--- src/rtl/lc_pkg.sv ---
package lc_pkg;

   typedef enum logic [1:0] {
      LC_IDLE = 2'd0,
      LC_LOAD = 2'd1,
      LC_PLAY = 2'd2
   } lc_state_e;

   function automatic int lc_max(input int a, input int b);
      return (a > b) ? a : b;
   endfunction

endpackage

--- src/rtl/lc_body_store.sv ---
module lc_body_store #(
   parameter int WORD_W         = 16,
   parameter int IDX_W          = 4,
   parameter int DEPTH          = 15,
   parameter bit CLEAR_ON_RESET = 1'b0
) (
   input  logic              clk,
   input  logic              rst_n,
   input  logic              wr_en,
   input  logic [IDX_W-1:0]  wr_idx,
   input  logic [WORD_W-1:0] wr_data,
   input  logic [IDX_W-1:0]  rd_idx,
   output logic [WORD_W-1:0] rd_data
);

   logic [WORD_W-1:0] mem [DEPTH];

   if (CLEAR_ON_RESET) begin : g_clr
      always_ff @(posedge clk or negedge rst_n) begin
         if (!rst_n) begin
            for (int i = 0; i < DEPTH; i++) mem[i] <= '0;
         end else if (wr_en && (int'(wr_idx) < DEPTH)) begin
            mem[wr_idx] <= wr_data;
         end
      end
   end else begin : g_plain
      always_ff @(posedge clk) begin
         if (wr_en && (int'(wr_idx) < DEPTH)) mem[wr_idx] <= wr_data;
      end
   end

   always_comb begin
      rd_data = '0;
      for (int i = 0; i < DEPTH; i++) begin
         if (int'(rd_idx) == i) rd_data = mem[i];
      end
   end

endmodule

--- src/rtl/lc_pass_ctr.sv ---
module lc_pass_ctr #(
   parameter int K_W    = 8,
   parameter int LREG_W = 16,
   parameter int CNT_W  = 16
) (
   input  logic              clk,
   input  logic              rst_n,
   input  logic              load,
   input  logic [K_W-1:0]    k_field,
   input  logic [LREG_W-1:0] loop_reg,
   input  logic              dec,
   output logic              last
);

   logic [CNT_W-1:0] sel;
   logic [CNT_W-1:0] cnt_q;

   always_comb begin
      if (k_field != '0) sel = CNT_W'(k_field);
      else               sel = CNT_W'(loop_reg);
      if (sel == '0) sel = CNT_W'(1);
   end

   always_ff @(posedge clk or negedge rst_n) begin
      if (!rst_n)    cnt_q <= '0;
      else if (load) cnt_q <= sel;
      else if (dec)  cnt_q <= cnt_q - CNT_W'(1);
   end

   assign last = (cnt_q <= CNT_W'(1));

endmodule

--- src/rtl/lc_seq.sv ---
module lc_seq
   import lc_pkg::*;
#(
   parameter int NI_W = 4
) (
   input  logic            clk,
   input  logic            rst_n,
   input  logic            cmd_valid,
   input  logic [NI_W-1:0] cmd_ni,
   input  logic            fetch_valid,
   input  logic            ctr_last,
   output logic            ctr_load,
   output logic            ctr_dec,
   output logic            wr_en,
   output logic [NI_W-1:0] idx,
   output logic            pass_through,
   output logic            play,
   output logic            busy
);

   lc_state_e       state_q;
   logic [NI_W-1:0] idx_q;
   logic [NI_W-1:0] len_q;
   logic            have_body_q;
   logic            accept;
   logic            start_load;
   logic            start_redo;
   logic            step;
   logic            end_pass;

   assign accept     = cmd_valid && (state_q == LC_IDLE);
   assign start_load = accept && (cmd_ni != '0);
   assign start_redo = accept && (cmd_ni == '0) && have_body_q;

   always_comb begin
      unique case (state_q)
         LC_LOAD: step = fetch_valid;
         LC_PLAY: step = 1'b1;
         default: step = 1'b0;
      endcase
   end

   assign end_pass = step && (idx_q == (len_q - NI_W'(1)));

   always_ff @(posedge clk or negedge rst_n) begin
      if (!rst_n) begin
         state_q     <= LC_IDLE;
         idx_q       <= '0;
         len_q       <= '0;
         have_body_q <= 1'b0;
      end else begin
         unique case (state_q)
            LC_IDLE: begin
               idx_q <= '0;
               if (start_load) begin
                  state_q     <= LC_LOAD;
                  len_q       <= cmd_ni;
                  have_body_q <= 1'b1;
               end else if (start_redo) begin
                  state_q <= LC_PLAY;
               end
            end
            LC_LOAD, LC_PLAY: begin
               if (end_pass) begin
                  idx_q   <= '0;
                  state_q <= ctr_last ? LC_IDLE : LC_PLAY;
               end else if (step) begin
                  idx_q <= idx_q + NI_W'(1);
               end
            end
            default: state_q <= LC_IDLE;
         endcase
      end
   end

   assign ctr_load     = start_load || start_redo;
   assign ctr_dec      = end_pass && !ctr_last;
   assign wr_en        = (state_q == LC_LOAD) && fetch_valid;
   assign idx          = idx_q;
   assign pass_through = (state_q == LC_LOAD);
   assign play         = (state_q == LC_PLAY);
   assign busy         = (state_q != LC_IDLE);

endmodule

--- src/rtl/loop_cache_ctl.sv ---
module loop_cache_ctl
   import lc_pkg::*;
#(
   parameter int WORD_W         = 16,
   parameter int NI_W           = 4,
   parameter int K_W            = 8,
   parameter int LREG_W         = 16,
   parameter bit CLEAR_ON_RESET = 1'b0
) (
   input  logic              clk,
   input  logic              rst_n,
   input  logic              cmd_valid,
   input  logic [NI_W-1:0]   cmd_ni,
   input  logic [K_W-1:0]    cmd_k,
   input  logic [LREG_W-1:0] loop_reg,
   input  logic              fetch_valid,
   input  logic [WORD_W-1:0] fetch_word,
   output logic              issue_valid,
   output logic [WORD_W-1:0] issue_word,
   output logic              busy,
   output logic              fetch_stall
);

   localparam int DEPTH = (1 << NI_W) - 1;
   localparam int CNT_W = lc_max(K_W, LREG_W);

   if (NI_W < 1 || NI_W > 8) begin : g_bad_ni
      $error("loop_cache_ctl: NI_W must be 1..8");
   end
   if (WORD_W < 1) begin : g_bad_word
      $error("loop_cache_ctl: WORD_W must be positive");
   end
   if (K_W < 1 || LREG_W < 1) begin : g_bad_cnt
      $error("loop_cache_ctl: count widths must be positive");
   end

   logic              ctr_load;
   logic              ctr_dec;
   logic              ctr_last;
   logic              wr_en;
   logic [NI_W-1:0]   idx;
   logic              pass_through;
   logic              play;
   logic [WORD_W-1:0] rd_data;

   lc_seq #(.NI_W(NI_W)) u_seq (
      .clk          (clk),
      .rst_n        (rst_n),
      .cmd_valid    (cmd_valid),
      .cmd_ni       (cmd_ni),
      .fetch_valid  (fetch_valid),
      .ctr_last     (ctr_last),
      .ctr_load     (ctr_load),
      .ctr_dec      (ctr_dec),
      .wr_en        (wr_en),
      .idx          (idx),
      .pass_through (pass_through),
      .play         (play),
      .busy         (busy)
   );

   lc_pass_ctr #(.K_W(K_W), .LREG_W(LREG_W), .CNT_W(CNT_W)) u_ctr (
      .clk      (clk),
      .rst_n    (rst_n),
      .load     (ctr_load),
      .k_field  (cmd_k),
      .loop_reg (loop_reg),
      .dec      (ctr_dec),
      .last     (ctr_last)
   );

   lc_body_store #(
      .WORD_W         (WORD_W),
      .IDX_W          (NI_W),
      .DEPTH          (DEPTH),
      .CLEAR_ON_RESET (CLEAR_ON_RESET)
   ) u_store (
      .clk     (clk),
      .rst_n   (rst_n),
      .wr_en   (wr_en),
      .wr_idx  (idx),
      .wr_data (fetch_word),
      .rd_idx  (idx),
      .rd_data (rd_data)
   );

   assign issue_valid = play || (pass_through && fetch_valid);
   assign issue_word  = play ? rd_data : (pass_through ? fetch_word : '0);
   assign fetch_stall = play;

endmodule

--- config.mk ---
export PLATFORM = sky130hd
export DESIGN_NAME = loop_cache_ctl
export DESIGN_NICKNAME = d
export VERILOG_FILES = /design/src/rtl/lc_pkg.sv /design/src/rtl/lc_body_store.sv /design/src/rtl/lc_pass_ctr.sv /design/src/rtl/lc_seq.sv /design/src/rtl/loop_cache_ctl.sv
export SDC_FILE = /design/constraint.sdc
export NUM_CORES = 1
export LEC_CHECK = 0
export BUFFER_PORTS_ARGS = -buffer_cell sky130_fd_sc_hd__clkbuf_2
export CAP_MARGIN = 15
export CORE_AREA = 2 2 149 151
export CTS_CLUSTER_SIZE = 24
export DETAILED_ROUTE_END_ITERATION = 7
export DIE_AREA = 0 0 151 153
export PLACE_DENSITY = 0.81
export SLEW_MARGIN = 20
export SYNTH_ARGS = -nofsm -noshare
export SYNTH_HDL_FRONTEND = slang
export SYNTH_SLANG_ARGS = --single-unit
--- constraint.sdc ---
create_clock -name clk -period 4.4 [get_ports clk]
set_clock_uncertainty 0.05 [all_clocks]
set_input_delay 0 -clock clk [delete_from_list [all_inputs] [get_ports clk]]
set_output_delay 0 -clock clk [all_outputs]
set_load 0.1 [all_outputs]
# Word-level counts from Yosys, hierarchy flattened
# Memory sizes are Yosys's and may differ from the RTL's.
# Index checks and enable logic that the tools add are counted.
# op_classes
addsub,3
order_cmp,2
n_eq_ne,20
mux,32
n_reduce_logical,24
# ops
cell,count
$mux 16,21
$eq 4x4->1 const B,8
$eq 4x3->1 const B,4
$le 16x1->1 const B,1
$logic_not 16->1,1
$sub 16x1->16 const B,1
$eq 4x2->1 const B,2
$logic_and 1x1->1,8
$logic_not 4->1,2
$mux 2,4
$mux 4,2
$pmux 4 s2,1
$reduce_bool 8->1,1
$ne 3x1->1 const B,2
$reduce_and 2->1,3
$reduce_bool 2->1,3
$add 4x1->4 const B,1
$eq 4x4->1,1
$lt 4x4->1 const B,1
$pmux 2 s2,1
$reduce_bool 4->1,1
$sub 4x1->4 const B,1
$eq 2x1->1 const B,1
$eq 2x2->1 const B,1
other kinds (7),9
# totals
ff_bits,27
mem_bits_rw,240
input_bits,48
output_inout_bits,19
mem_count,1
# mem_list
memory,words,width,read_ports,rd_clocked_by_memory_dff,wr,line,text
u_store.mem,15,16,15,0,1,lc_body_store.sv:16,logic [WORD_W-1:0] mem [DEPTH];

# Logic depth before layout (Yosys ltp)
# logic_depth
depth_word,17
depth_mapped,10

# Hierarchy
# Synthesis repeated with hierarchy kept, for this count alone.
# hier_totals
hier_cells,840
area_unflattened_um2,11891.4
# modules_own_cells
mod,instances,cells_per_inst,area_per_inst_um2
lc_body_store,1,623,9883.2
lc_pass_ctr,1,121,1072.3
lc_seq,1,71,710.7
loop_cache_ctl,1,25,225.2

# Worst setup path after synthesis
# No wires, ideal clock.
# synth_path
kind,flip-flop to output port
from,register u_seq.state_q[0]
to,output issue_word[14]
arrival_time_ps,4331
t_required_ps,4350
slack_ps,19
stages_incl_launch_ff,7
path_buffers,0
cell_sequence,dfrtp_1 inv_1 ha_1 nand2_1 a211oi_1 o31ai_1 o31ai_1
# synth_rtl
item,line,text
"start, declared",lc_seq.sv:21,lc_state_e state_q;
"start signal, assigned",lc_seq.sv:66,state_q <= ctr_last ? LC_IDLE : LC_PLAY;
$eq 2x2->1,lc_seq.sv:81,assign play = (state_q == LC_PLAY);
via fetch_stall,loop_cache_ctl.sv:21,output logic fetch_stall
$mux 16,loop_cache_ctl.sv:88,assign issue_word = play ? rd_data : (pass_through ? fetch_word : '0);
"end, declared",loop_cache_ctl.sv:19,"output logic [WORD_W-1:0] issue_word,"
# The timed path passes the listed nets, and every way through them passes these cells.

# Worst setup path in the final report
# layout_path
from,register u_seq.idx_q[0] (netlist: u_seq.idx[0])
to,output issue_word[14]
# layout_between
elab_chain_cells,17
# layout_rtl
item,line,text
"start, declared",lc_seq.sv:22,logic [NI_W-1:0] idx_q;
"start signal, assigned",lc_seq.sv:68,idx_q <= idx_q + NI_W'(1);
$logic_not 4->1,lc_body_store.sv:35,if (int'(rd_idx) == i) rd_data = mem[i];
$mux 16 (14 in series),lc_body_store.sv:35,
$mux 16 (*),lc_body_store.sv:35,
$mux 16 (*),loop_cache_ctl.sv:88,
# Every way passes the cells marked *; elsewhere a longest branch is shown, timed or not.

==> key figures <==
Status
  – Status: complete, but fails checks
  – Failing checks: DRC

Worst setup path
  – Critical path's slowest cell: nand4b_1
  – Max stage delay on crit path: between 600 and 700 ps
  – Setup crit end kind: output pin
  – CP Launch Type: flip-flop
  – Critical path arrival: 3840 ps
  – CP max FO: 16
  – Critical path class: flip-flop to output pin
  – Crit-path cells: inv_1 -> ha_1 -> buf_4 -> nand4b_1 -> nor2_1 -> a211oi_1 -> a222oi_1 -> o31ai_1 -> buf_12
  – Crit. Startpoint: u_seq.idx[0]
  – Reg2Reg Depth: 5
  – Reg2Reg Launch Point: u_seq.idx[0]
  – Worst Path Required: 4350 ps

Synth
  – Synth warn: 0
  – Largest family of logic cells by synthesized area: compound AO/OA/AOI/OAI gates
  – Post-synth ARST share: 10.1%
  – Mapped Cells: around 890
  – Avg Cell Area, Syn: 13.1 sq um
  – Post-synthesis adder-cell area fraction: 1.19%
  – Simple-gate share of the synthesized area: between 10% and 20%
  – Synthesized cell area: 0.0116 sq mm
  – FF+latch count, synth: about 270
  – Synth Flop Type: edfxtp_1
  – Mapped Nets: 945
  – Multiplexer area fraction after synthesis: less than 1%
  – Register area share after synthesis: 68.1%
  – Netlist cell types: 57
  – XOR/XNOR Fraction of Synth Area: 0.454%
  – Synth Area in Compound Gates: 16.9%
  – Count of flip-flops with a built-in enable after synthesis: 240

Route
  – Remaining antenna violation count: 0
  – Final wirelength: ~30 mm
  – Initial drt markers: around 1,200
  – DRT Pass-1 Iters: 8
  – Drc violations: 5
  – Drt wl/cell: 23.9 um
  – Vias: 8,651
  – Vias per cell: between 6 and 7

STA
  – Post-layout minimum cycle time: 3890 ps
  – Worst setup margin: 506 ps
  – Setup Viol. Count Final: 0
  – Final Hold Fails: 0
  – Worst Tran Pin Value: 1140 ps
  – RSZ-0062 raised after global routing: no
  – Post-Route Setup TNS: 0 ps
  – Rel. slew slack: 23.7%
  – Fmax: roughly 260 MHz
  – Final Cycle Share: 88.5%
  – Final Max Tran Viols: 0

Placed design
  – Worst slack at placement: 1110 ps
  – Detailed-placement wirelength estimate: 18.2 mm
  – Dpl cell area: 0.0126 sq mm
  – Port Buffers: 66
  – Final GP Congestion: between 0.8 and 0.9

Clocking
  – CTS tree: done
  – CTS Buf Count: 26
  – Root Driver: clkbuf_16
  – Htree depth: 1
  – Clock slew at reported path FFs: 60 ps
  – Clock Latency Late Sink: 520 ps
  – Clock Sinks: 267
  – Resized Gates After CTS: 0
  – Clock buffer depth: 3

Flow run
  – Max Cap Viol: 0

Final layout
  – Ant. Diodes: 0
  – Nets: 1,055
  – Final Cell Area: around 0.014 sq mm
  – Area Growth Syn to Fin: 19.8%
  – Layout Utilization: 64.6%
  – Fraction of layout cells with a size suffix above 1: 15.6%

Pwr
  – Worst vdd ir: 0.404 mV
  – Power per Cell Area: 369 mW/mm^2
  – Leakage: roughly 4.8 nW

Die
  – Site row count: 54
  – Core footprint: 0.0215 sq mm
  – Die Span X: 151 um
  – Boundary Pins: 67
  – Die area: ~0.023 sq mm
  – Die H: 153 um
  – Effective utilization at floorplan: 53.9%

Global routing
  – First-pass GRT wire length: 47.5 mm
  – Aggregate global-route resource usage: a little over a quarter
  – Initial antenna violation count: 0
  – GRT overflow: 0
  – Largest net degree at the start of global routing: 39
  – Vias in the first global route: 8,465

Min path
  – Hold WC Path Type: primary input to asynchronous set/reset pin
## what timing repair did
action                    CTS  global route
buffers inserted            0             0
hold buffers               45             0
hold endpoints to repair  288             0
## layout by cell type (no fill, tap or decap), drive strengths merged, types with 3 or more instances in the layout
| cell type | count |
|---|---|
| o22ai | 33 |
| a32o | 16 |
| o31ai | 8 |
| a22o | 35 |
| nor3 | 11 |
| nand2b | 20 |
| nor2 | 79 |
| nor2b | 3 |
| o221ai | 15 |
| buf | 51 |
| clkbuf | 80 |
| nor4 | 5 |
| a31oi | 9 |
| or3 | 13 |
| o31a | 3 |
| xnor2 | 4 |
| a211oi | 24 |
| or4 | 14 |
| bufinv | 4 |
| a221oi | 17 |
| dlygate4sd3 | 45 |
| o21ai | 9 |
| and3 | 3 |
| dfrtp | 27 |
| o211ai | 8 |
| a21oi | 80 |
| nand3b | 15 |
| ha | 11 |
| inv | 31 |
| edfxtp | 240 |
| nand3 | 31 |
| clkinv | 14 |
| nand2 | 28 |
| a32oi | 4 |
## cells by family after synthesis
logic type / Yosys count
flip-flops: 267
XOR/XNOR: 6
multiplexers: 2
adder cells (fa/ha/maj): 11
buffers and inverters: 96
AND/OR/NAND/NOR: 229
AO/OA/AOI/OAI: 275
## state kept, by name (all words and copies together), names as in the netlist
name,count
u_seq.have_body_q,1
u_store.mem,240
u_seq.idx,4
u_seq.len_q,4
u_seq.state_q,2
u_ctr.cnt_q,16
## where the power goes
group          switching, W  internal, W
Clock              0.000934      0.00132
Sequential                0      0.00276
Combinational     0.0000643    0.0000397
Total              0.000998      0.00412
## stage by stage
step / total power [W] / hold slack [ps] / std cells
3_5_place_dp: 0.00289 / 22.5 / 1203
6_report: 0.00512 / 16.9 / 1296
5_1_grt: 0.00522 / 89.1 / 1296
2_1_floorplan: 0.00282 / -346 / 886
4_1_cts: 0.00512 / 5.91 / 1296
3_3_place_gp: 0.00289 / 20.2 / 1203
## Yosys cell counts (10+ instances only)
cell type  instances  area share, %
a22o_1            35            2.6
nand2b_1          20            1.1
inv_1             31            1.0
clkbuf_1          56            1.8
a221oi_1          17            1.3
nand3b_1          15           0.97
dfrtp_1           27            5.8
a21oi_1           80            3.5
o221ai_1          15            1.1
nor2_1            79            2.6
ha_1              11            1.2
a211oi_1          24            1.6
nand3_1           31            1.3
o22ai_1           33            1.8
nand2_1           28           0.91
or3_1             13           0.70
or4_1             12           0.78
a32o_1            16            1.4
nor3_1            10           0.43
edfxtp_1         240             62
## final timing paths
| kind | to | slack (ps) |
|---|---|---|
| max in group asynchronous | u_seq.len_q[0] | 3810 |
| max reg2reg | u_store.mem[3][14] | 1270 |
| min in group clk | u_seq.state_q[0] | 80 |
| max | issue_word[14] | 510 |
| min | u_ctr.cnt_q[2] | 20 |
| min reg2reg | u_seq.len_q[1] | 510 |
## critical path, delay by kind of cell (launching register included)
kind	cells	cell delay (ps)
simple gates	2	960
compound gates	3	670
buf+inv	3	660
fa+ha+maj	1	570
flops	1	460
## area by class of cell
type / instances / area, sq um
clock inverters: 18 / 196
clock buffers: 30 / 666
fillers: 1497 / 7610
inverters: 32 / 120
well taps: 280 / 350
multi-input cells: 523 / 3380
flip-flops and latches: 267 / 7880
repair buffers: 146 / 1280
## per-layer routing
layer / share of wire [%] / GRT usage, % / routed length (um)
met4: 2.9 / 8.77 / 902
met5: 0 / 0 / 0
met2: 48 / 42.3 / 15000
met3: 10 / 3.85 / 3240
met1: 38 / 38.3 / 11800
(Power assumes the default switching activity.)
